<file path="src/rtl/ibw_pkg.sv">
package ibw_pkg;

    localparam int ADDR_W     = 32;
    localparam int WIN_COUNT  = 3;
    localparam int BASE_LSB   = 20;
    localparam int SIZE_LSB   = 16;
    localparam int SIZE_W     = 4;
    localparam int BASE_W     = ADDR_W - BASE_LSB;
    localparam int MAX_CODE   = 11;
    localparam logic [SIZE_W-1:0] CODE_OFF = 4'hF;

    typedef struct packed {
        logic [BASE_W-1:0] base;
        logic [SIZE_W-1:0] code;
    } win_cfg_t;

    function automatic logic code_legal(input logic [SIZE_W-1:0] code);
        return int'(code) <= MAX_CODE;
    endfunction

    // Mask of the offset bits inside a window of the given size code.
    function automatic logic [ADDR_W-1:0] offset_mask(input logic [SIZE_W-1:0] code);
        logic [ADDR_W:0] one_hot;
        one_hot = (ADDR_W+1)'(1) << (BASE_LSB + int'(code));
        return ADDR_W'(one_hot - (ADDR_W+1)'(1));
    endfunction

endpackage

</file>
<file path="src/rtl/ibw_win_regs.sv">
module ibw_win_regs
    import ibw_pkg::*;
#(
    parameter int NUM_WIN = WIN_COUNT,
    parameter int IDX_W   = 2
) (
    input  logic              clk,
    input  logic              rst,
    input  logic              we,
    input  logic [IDX_W-1:0]  sel,
    input  logic [ADDR_W-1:0] wdata,
    output win_cfg_t          cfg [NUM_WIN]
);

    logic unused_low_bits;
    assign unused_low_bits = ^wdata[SIZE_LSB-1:0];

    for (genvar w = 0; w < NUM_WIN; w++) begin : g_win
        always_ff @(posedge clk) begin
            if (rst) begin
                cfg[w] <= '{base: '0, code: CODE_OFF};
            end else if (we && int'(sel) == w) begin
                cfg[w] <= '{base: wdata[ADDR_W-1:BASE_LSB],
                            code: wdata[SIZE_LSB +: SIZE_W]};
            end
        end
    end

endmodule

</file>
<file path="src/rtl/ibw_win_match.sv">
module ibw_win_match
    import ibw_pkg::*;
(
    input  win_cfg_t          cfg,
    input  logic [ADDR_W-1:0] addr,
    output logic              hit,
    output logic [ADDR_W-1:0] offset
);

    logic [ADDR_W-1:0] off_m;
    logic [ADDR_W-1:0] base_full;

    always_comb begin
        off_m     = offset_mask(cfg.code);
        base_full = {cfg.base, {BASE_LSB{1'b0}}};
        hit       = code_legal(cfg.code) &&
                    ((addr & ~off_m) == (base_full & ~off_m));
        offset    = addr & off_m;
    end

endmodule

</file>
<file path="src/rtl/ibw_prio_sel.sv">
module ibw_prio_sel
    import ibw_pkg::*;
#(
    parameter int NUM_WIN = WIN_COUNT,
    parameter int IDX_W   = 2
) (
    input  logic              clk,
    input  logic              rst,
    input  logic              req,
    input  logic [NUM_WIN-1:0] hits,
    input  logic [ADDR_W-1:0] offsets [NUM_WIN],
    output logic              out_valid,
    output logic              out_hit,
    output logic [IDX_W-1:0]  out_idx,
    output logic [ADDR_W-1:0] out_local
);

    logic              any_hit;
    logic [IDX_W-1:0]  win_idx;
    logic [ADDR_W-1:0] win_off;

    // Scan from the top down so the lowest index is the last to win.
    always_comb begin
        any_hit = 1'b0;
        win_idx = '0;
        win_off = '0;
        for (int i = NUM_WIN - 1; i >= 0; i--) begin
            if (hits[i]) begin
                any_hit = 1'b1;
                win_idx = IDX_W'(i);
                win_off = offsets[i];
            end
        end
    end

    always_ff @(posedge clk) begin
        if (rst) begin
            out_valid <= 1'b0;
            out_hit   <= 1'b0;
            out_idx   <= '0;
            out_local <= '0;
        end else begin
            out_valid <= req;
            out_hit   <= req && any_hit;
            out_idx   <= (req && any_hit) ? win_idx : '0;
            out_local <= (req && any_hit) ? win_off : '0;
        end
    end

endmodule

</file>
<file path="src/rtl/ibw_decoder.sv">
module ibw_decoder
    import ibw_pkg::*;
#(
    parameter int NUM_WIN = WIN_COUNT,
    localparam int IDX_W  = (NUM_WIN > 1) ? $clog2(NUM_WIN) : 1
) (
    input  logic              clk,
    input  logic              rst,
    input  logic              cfg_we,
    input  logic [IDX_W-1:0]  cfg_sel,
    input  logic [ADDR_W-1:0] cfg_wdata,
    input  logic              lk_valid,
    input  logic [ADDR_W-1:0] lk_addr,
    output logic              res_valid,
    output logic              res_hit,
    output logic [IDX_W-1:0]  res_idx,
    output logic [ADDR_W-1:0] res_local
);

    win_cfg_t          win_cfg [NUM_WIN];
    logic [NUM_WIN-1:0] win_hit;
    logic [ADDR_W-1:0] win_off [NUM_WIN];

    ibw_win_regs #(.NUM_WIN(NUM_WIN), .IDX_W(IDX_W)) u_regs (
        .clk   (clk),
        .rst   (rst),
        .we    (cfg_we),
        .sel   (cfg_sel),
        .wdata (cfg_wdata),
        .cfg   (win_cfg)
    );

    for (genvar w = 0; w < NUM_WIN; w++) begin : g_match
        ibw_win_match u_match (
            .cfg    (win_cfg[w]),
            .addr   (lk_addr),
            .hit    (win_hit[w]),
            .offset (win_off[w])
        );
    end

    ibw_prio_sel #(.NUM_WIN(NUM_WIN), .IDX_W(IDX_W)) u_sel (
        .clk       (clk),
        .rst       (rst),
        .req       (lk_valid),
        .hits      (win_hit),
        .offsets   (win_off),
        .out_valid (res_valid),
        .out_hit   (res_hit),
        .out_idx   (res_idx),
        .out_local (res_local)
    );

endmodule

</file>
<file path="config.mk">
export PLATFORM = sky130hd
export DESIGN_NAME = ibw_decoder
export DESIGN_NICKNAME = d
export VERILOG_FILES = /design/src/rtl/ibw_pkg.sv /design/src/rtl/ibw_win_regs.sv /design/src/rtl/ibw_win_match.sv /design/src/rtl/ibw_prio_sel.sv /design/src/rtl/ibw_decoder.sv
export SDC_FILE = /design/constraint.sdc
export NUM_CORES = 1
export LEC_CHECK = 0
export BUFFER_PORTS_ARGS = -buffer_cell sky130_fd_sc_hd__buf_2
export CAP_MARGIN = 20
export CORE_ASPECT_RATIO = 1.2
export CORE_MARGIN = 2
export CORE_UTILIZATION = 54
export DETAILED_ROUTE_END_ITERATION = 10
export HOLD_SLACK_MARGIN = 0.06
export PLACE_DENSITY_LB_ADDON = 0.25
export REMOVE_ABC_BUFFERS = 1
export SLEW_MARGIN = 15
export SYNTH_ARGS = -nofsm -noshare
export SYNTH_HDL_FRONTEND = slang
export SYNTH_SLANG_ARGS = --single-unit
export TNS_END_PERCENT = 100
</file>
<file path="constraint.sdc">
create_clock -name clk -period 3.7 [get_ports clk]
set_clock_uncertainty 0.15 [all_clocks]
set_input_delay 0 -clock clk [delete_from_list [all_inputs] [get_ports clk]]
set_output_delay 0 -clock clk [all_outputs]
set_load 0.02 [all_outputs]
</file>
==> key figures, run 1 <==
Run status
  • Status: complete, no violations

Final layout
  • # nets final: 779
  • Layout area overhead: 28.41%
  • Fill cells: 654
  • Share of cells above drive strength 1: a little under a fifth
  • Antenna cells: 0

Power and ir drop
  • Pwr dens: about 340 nW/um2
  • P_leak: 0.002564 uW
  • Worst VDD drop: 0.3022 mV

Global route
  • Vias in the first global route: 4,412
  • Initial antenna violation count: 0
  • First-pass GRT wire length: between 20,000 and 25,000 um
  • Overflow after GRT: 0
  • GRT Resource Usage Total: 31.35%
  • Largest net degree at the start of global routing: 50

Clock network
  • Clock Latency Late Sink: 0.36 ns
  • Cts repair resizes: 0
  • CTS tree: done
  • Root Driver: clkbuf_8
  • Htree depth: 3
  • # clock sinks: 84
  • Clk slew on worst S/H paths: 0.09 ns
  • Clock tree buffer depth: 2
  • CTS buffer count: 9

Placement
  • Post-DP HPWL: 10,170 um
  • Setup WS pre-CTS: just over 0.4 ns
  • Buffers on Ports: 89
  • Final Wtd Congestion: between 0.9 and 1

Synthesis
  • Synth Flop Type: dfxtp_1
  • Post-synth ARST share: 0%
  • Ys Warns: 0
  • Mapped Area: roughly 4600 um2
  • Post-Syn Instances: 557
  • Yosys reg bits: 84
  • Number of synthesized flops with an enable pin: 0
  • Post-synthesis sequential area ratio: 36.92%
  • Syn_area_per_cell: 8.177 um2
  • Count of different cell masters after synthesis: 66

Hold path
  • Hold crit path type: input port to register
  • Hold path cells: 4

Routing
  • Routed len/inst: about 18 um
  • # DRC: 0
  • Routed Antenna Nets: 0
  • Initial drt markers: 325
  • DRT Wirelength: 14,310 um
  • DRT Pass-1 Iters: 5
  • Via count: 4,649
  • Avg Vias per Cell: roughly 5.7

Timing
  • Fin crit period: between 3 and 4 ns
  • Pins over their slew limit: 0
  • Final hold violation count: 0
  • Relative slew slack: 48.00%
  • Setup TNS: 0 ns
  • RSZ-0062 raised after global routing: false
  • Measured slew at the worst slew-check pin: 0.7800 ns
  • Final setup viols: 0
  • Worst setup slack after layout: 0.2850 ns
  • Tcrit/Tclk final: between 90% and 100%
  • Fmax: about 0.29 GHz

Critical path
  • Setup CP Type: register to register
  • Crit end category: register
  • Required time of the worst setup path: 3.81 ns
  • Crit path launch type: register
  • CP max FO: 13
  • R2R cell count: 10
  • Arrival time worst endpoint: around 3.5 ns

Floorplan
  • Core ar.: 8153 um2
  • Ports: 106
  • Initial core utilization: 55.86%
  • Core Rows: 36
  • Die height: 104.6 um
  • Die width: 87.84 um
  • Die ar.: between 9000 and 10,000 um2

Job
  • Max-cap violations: 0
==> Yosys cell counts (all sizes together), types with 8 or more instances <==
cell    number  area, um2
nand2      107      401.6
dfxtp       84       1682
a21oi       54      270.3
clkbuf      25      95.09
and2        22      137.6
xor2        20      175.2
nor2        18      67.56
xnor2       17      148.9
nor3        14      70.07
o21ai       13      65.06
ha          12      150.1
inv         12      45.04
nand3b      12      90.09
buf         11      77.57
nand2b       9      56.30
nand3        9      45.04
a211oi       8      60.06
a31oi        8      65.06
==> final cells by class <==
type / instances / area (um2) / area share (%)
multi-input cells: 430 / 2679 / 45.81
inverters: 12 / 45.04 / 0.7702
clock inverters: 4 / 50.05 / 0.8558
repair buffers: 160 / 1109 / 18.96
flip-flops and latches: 84 / 1682 / 28.75
clock buffers: 11 / 141.4 / 2.418
well taps: 114 / 142.6 / 2.439
==> critical path, stage by stage, from the launching register on <==
cell	delay [ns]
dfxtp_1	0.36
inv_1	0.11
ha_1	0.40
nor2b_1	0.44
a211oi_1	0.18
a311o_1	0.38
and4_1	0.21
nand2b_1	0.41
buf_4	0.24
o21ai_0	0.15
o2111a_1	0.29
==> kinds of logic after synthesis <==
family / Yosys count / synth area share [%]
DFF: 84 / 36.92
buffers and inverters: 48 / 4.780
muxes: 2 / 0.4396
adders and majority gates: 12 / 3.297
other: 1 / 0.08234
xor gates and xnor gates: 37 / 7.115
and+or+nand+nor: 235 / 26.40
AOI/OAI and AO/OA: 138 / 20.96
==> path summary, 6_finish.rpt <==
| kind | end | slack (ns) | from |
|---|---|---|---|
| setup / recovery | u_sel.out_local[26] | 0.28 | u_regs.cfg[35] |
| hold / removal | u_regs.cfg[32] | 0.21 | cfg_sel[1] |
| setup reg to reg | u_sel.out_local[26] | 0.28 | u_regs.cfg[35] |
| hold reg to reg | u_regs.cfg[42] | 0.32 | u_regs.cfg[42] |
==> metrics by stage <==
step	area, um2	hold WS [ns]	instances	power, uW	util [%]
global route	5848	0.2212	815	2059	71.73
finish	5848	0.2094	815	1973	71.73
floorplan	4400	-0.08093	526	1151	-
CTS	5848	0.1948	815	1969	71.73
global placement	5136	0.05024	748	1279	63.00
detailed placement	5136	0.05618	748	1284	63.00
==> power by group <==
part           internal, uW  switching (uW)  leakage (uW)
Sequential              926            21.2      0.000681
Clock                   326             331     0.0000914
Combinational           161             208       0.00179
==> per-layer routing <==
metal / global-route usage [%] / vias to the layer above / share of wire, %
met5: 0 / - / 0
li1: - / 2239 / -
met4: 9.341 / 0 / 1.9
met2: 55.30 / 173 / 51
met3: 4.976 / 20 / 6.4
met1: 38.45 / 2217 / 41
==> repair_timing <==
action	in CTS	in global routing
hold buffers	52	0
setup buffers	0	0
endpoints found under the hold margin	83	0
==> registers in the layout, indices dropped and copies added (netlist names) <==
name and count:
u_regs.cfg 48, u_sel.out_valid 1, u_sel.out_idx 2, u_sel.out_local 32, u_sel.out_hit 1
==> placed cells by master, fill, tap and decap left out, types with 4 or more instances in the layout <==
cell	instances
o21ai_0	13
buf_4	19
o2111a_1	6
and2_1	22
buf_2	89
inv_1	12
a21oi_1	54
dfxtp_1	84
dlygate4sd3_1	52
o211ai_1	4
nand3_1	9
nor2_1	18
a31oi_1	7
conb_1	6
a211o_1	5
o311a_1	4
nor3_1	14
xor2_1	20
nand3b_1	12
nor2b_1	6
nand2_1	107
nand2b_1	9
clkbuf_8	10
xnor2_1	17
nor4b_1	5
a211oi_1	8
nor4_1	5
ha_1	12
or3_1	6
Power figures use the tool's default switching activity.
==> run 2: changes to the inputs <==
CORE_UTILIZATION = 58   (was 54)
SYNTH_HIERARCHICAL = 1   (was default)
==> key figures, run 2 <==
Synthesis
  • Synth top cells by count: 84 x dfxtp_1, 60 x nor2b_1, 55 x nand2b_1
  • Post-Syn Instances: 695
  • Post-synthesis compound-gate area fraction: 17.67%
  • Ys Warns: 6
  • Number of synthesized flops with an enable pin: 0
  • Post-synth ARST share: 0%
  • Syn_area_per_cell: 8.967 um2
  • Top-area cell type share of the netlist area: 26.98%
  • Simple-gate share of the synthesized area: a little under a third
  • Xor and xnor fraction of the mapped netlist area: 5.902%
  • Largest cells by area after synthesis: dfxtp_1 27%, mux2i_1 8.2%, a221oi_2 7.0%, nor2b_1 6.0%, nand2b_1 5.5%
  • Synth Area in Adders: 3.011%
  • Count of different cell masters after synthesis: 72
  • Post-synthesis sequential area ratio: 26.98%
  • Synth Flop Type: dfxtp_1
  • Most common cell in the netlist: dfxtp_1
  • Largest family of logic cells by synthesized area: simple AND/OR/NAND/NOR gates
  • Yosys reg bits: 84
  • Largest area contributor in the netlist: dfxtp_1
  • Post-synthesis mux area share: around 8.6%
  • Mapped Area: ~6200 um2

Floorplan
  • Core ar.: 10,520 um2
  • Initial core utilization: 59.26%
  • Die ar.: 11,590 um2
  • Core Rows: around 40
  • Ports: 106
  • Die width: 98.63 um
  • Die height: about 120 um

Critical path
  • Crit path launch type: register
  • Crit end category: register
  • R2R cell count: 11
  • Worst r2r src: u_regs/cfg[19]
  • Reg-to-Reg End: u_sel/out_local[21]
  • CP max FO: 27
  • Slowest stage delay, CP: roughly 0.45 ns
  • Arrival time worst endpoint: 3.66 ns
  • Most frequent cell on the critical path: buf_4
  • Cells along the critical path: inv_1 -> ha_1 -> or4b_1 -> or2_0 -> xor2_1 -> o221a_1 -> and4_2 -> buf_4 -> buf_4 -> a221oi_1 -> nor3_1
  • Worst path bufs/invs: 3
  • Setup CP Type: register to register
  • Slowest cell on the critical path: or4b_1
  • Required time of the worst setup path: 3.81 ns
  • Worst reg-to-reg setup slack: 0.16 ns
  • Top delay family on crit path: simple AND/OR/NAND/NOR gates

Timing
  • Tcrit/Tclk final: between 90% and 100%
  • Relative slew slack: 35.51%
  • Final setup viols: 0
  • Final hold violation count: 0
  • Pins over their slew limit: 0
  • Fmax: 0.2824 GHz
  • Fin crit period: 3.542 ns
  • RSZ-0062 raised after global routing: false
  • Measured slew at the worst slew-check pin: 0.9645 ns

Global route
  • GRT Resource Usage Total: 30.05%
  • Overflow after GRT: 0
  • Vias in the first global route: 5,469
  • First-pass GRT wire length: approximately 28,000 um
  • Initial antenna violation count: 1
  • Largest net degree at the start of global routing: 66

Routing
  • Routed Antenna Nets: 0
  • Routed len/inst: 18.52 um
  • DRT Pass-1 Iters: 5
  • DRT Wirelength: 17,670 um
  • Initial drt markers: 315
  • # DRC: 0
  • Via count: about 5,500
  • Avg Vias per Cell: 5.806

Final layout
  • Multi-input gate area: around 4000 um2
  • Most frequent cells in the layout: 89 x buf_2, 84 x dfxtp_1, 60 x nor2b_1
  • Commonest non-fill, non-tap cell in the layout: buf_2
  • Layout area overhead: 22.14%
  • Antenna cells: 0
  • Register Area: 1682 um2
  • Max reg flops: 48
  • Fill cells: 800
  • # nets final: 905
  • Share of cells above drive strength 1: 27.64%
  • Final core utilization: 72.39%
  • Largest Register: u_regs/cfg
  • Fin cells: 954
  • Top flop regs: u_regs/cfg: 48 flops, u_sel/out_local: 32 flops, u_sel/out_idx: 2 flops

Hold path
  • Hold EP: u_regs/cfg[40]
  • Hold crit path type: input port to register
  • Hold path cells: 4
  • Hold_sp: cfg_sel[0]

Clock network
  • Root Driver: clkbuf_16
  • CTS buffer count: 9
  • # clock sinks: 84
  • CTS tree: done
  • Htree depth: 3
  • Cts repair resizes: 0
  • Clock Latency Late Sink: about 0.34 ns
  • Clk slew on worst S/H paths: 0.06 ns
  • Clock tree buffer depth: 2

Run status
  • Status: complete, no violations

Power and ir drop
  • Worst VDD drop: 0.1912 mV
  • P_leak: approximately 0.0032 uW
  • Pwr dens: 290.3 nW/um2

Placement
  • Buffers on Ports: between 80 and 90
  • Placed cell count: 885
  • Post-DP HPWL: 12,850 um
  • Final Wtd Congestion: 0.9647

Job
  • Max-cap violations: 0
-- run 2: cell types whose count changed after synthesis, sizes merged, moves of 34 or more --
cell	previous run	this run
nand2b	9	56
nor2b	6	61
a221oi	2	36
a21oi	54	14
nand2	107	10
mux2i	2	51
-- run 2: logic make-up (layout without fill, tap and decap cells) --
group	Yosys count	in the layout
AO/OA/AOI/OAI	121	121
XOR/XNOR	42	42
adder cells (fa/ha/maj)	15	15
buffers and inverters	92	213
flip-flops	84	84
multiplexers	53	53
other	3	12
AND/OR/NAND/NOR	285	285
-- run 2: worst min-delay path, delay by kind of cell --
kind / cells / cell delay [ns]
buffers and inverters: 2 / 0.32
muxes: 1 / 0.14
and+or+nand+nor: 1 / 0.05
-- run 2: worst max path at each step --
stage                          end  cells past startpoint  slack (ns)           start
6_report       u_sel/out_local[21]                     11        0.16  u_regs/cfg[19]
4_1_cts        u_sel/out_local[26]                     10        0.19  u_regs/cfg[34]
2_1_floorplan  u_sel/out_local[21]                      9       -3.20  u_regs/cfg[34]
3_3_place_gp   u_sel/out_local[20]                     10        0.04  u_regs/cfg[19]
5_1_grt        u_sel/out_local[20]                     11         0.1  u_regs/cfg[19]
3_5_place_dp   u_sel/out_local[21]                     11        0.02  u_regs/cfg[19]
-- run 2: per-stage QoR --
stage | hold WS [ns] | setup WS (ns) | area [um2] | TNS, ns | power [uW]
5_1_grt | 0.08123 | 0.09970 | 7612 | 0 | 2283
6_report | 0.06412 | 0.1583 | 7612 | 0 | 2210
4_1_cts | 0.06083 | 0.1899 | 7597 | 0 | 2205
3_5_place_dp | 0.1173 | 0.02168 | 6805 | 0 | 1309
2_1_floorplan | -0.009285 | -3.200 | 5849 | -109.46 | 1163
3_3_place_gp | 0.1191 | 0.03748 | 6774 | 0 | 1301
-- run 2: area by class of cell --
cell class	instances	area share, %
clock inverters	5	0.4767
clock buffers	11	3.320
inverters	16	0.7890
well taps	129	2.120
flip-flops and latches	84	22.09
multi-input cells	528	54.16
repair buffers	181	17.04
-- run 2: layer usage --
metal / vias up / GRT usage, % / wire length (um)
li1: 2680 / - / -
met1: 2621 / 37.71 / 7467
met2: 203 / 51.87 / 8768
met3: 33 / 5.048 / 981
met4: 2 / 10.10 / 440
met5: - / 0 / 13
-- run 2: timing repair --
action	4_1_cts	5_1_grt
hold buffers	48	0
pin swaps	1	1
setup endpoints to repair	17	27
hold endpoints to repair	82	0
setup buffers	3	2
-- run 2: power breakdown --
group | total, uW | switching, uW | internal (uW)
combinational | 404 | 217 | 187
sequential | 942 | 18.6 | 923
clock | 864 | 371 | 493
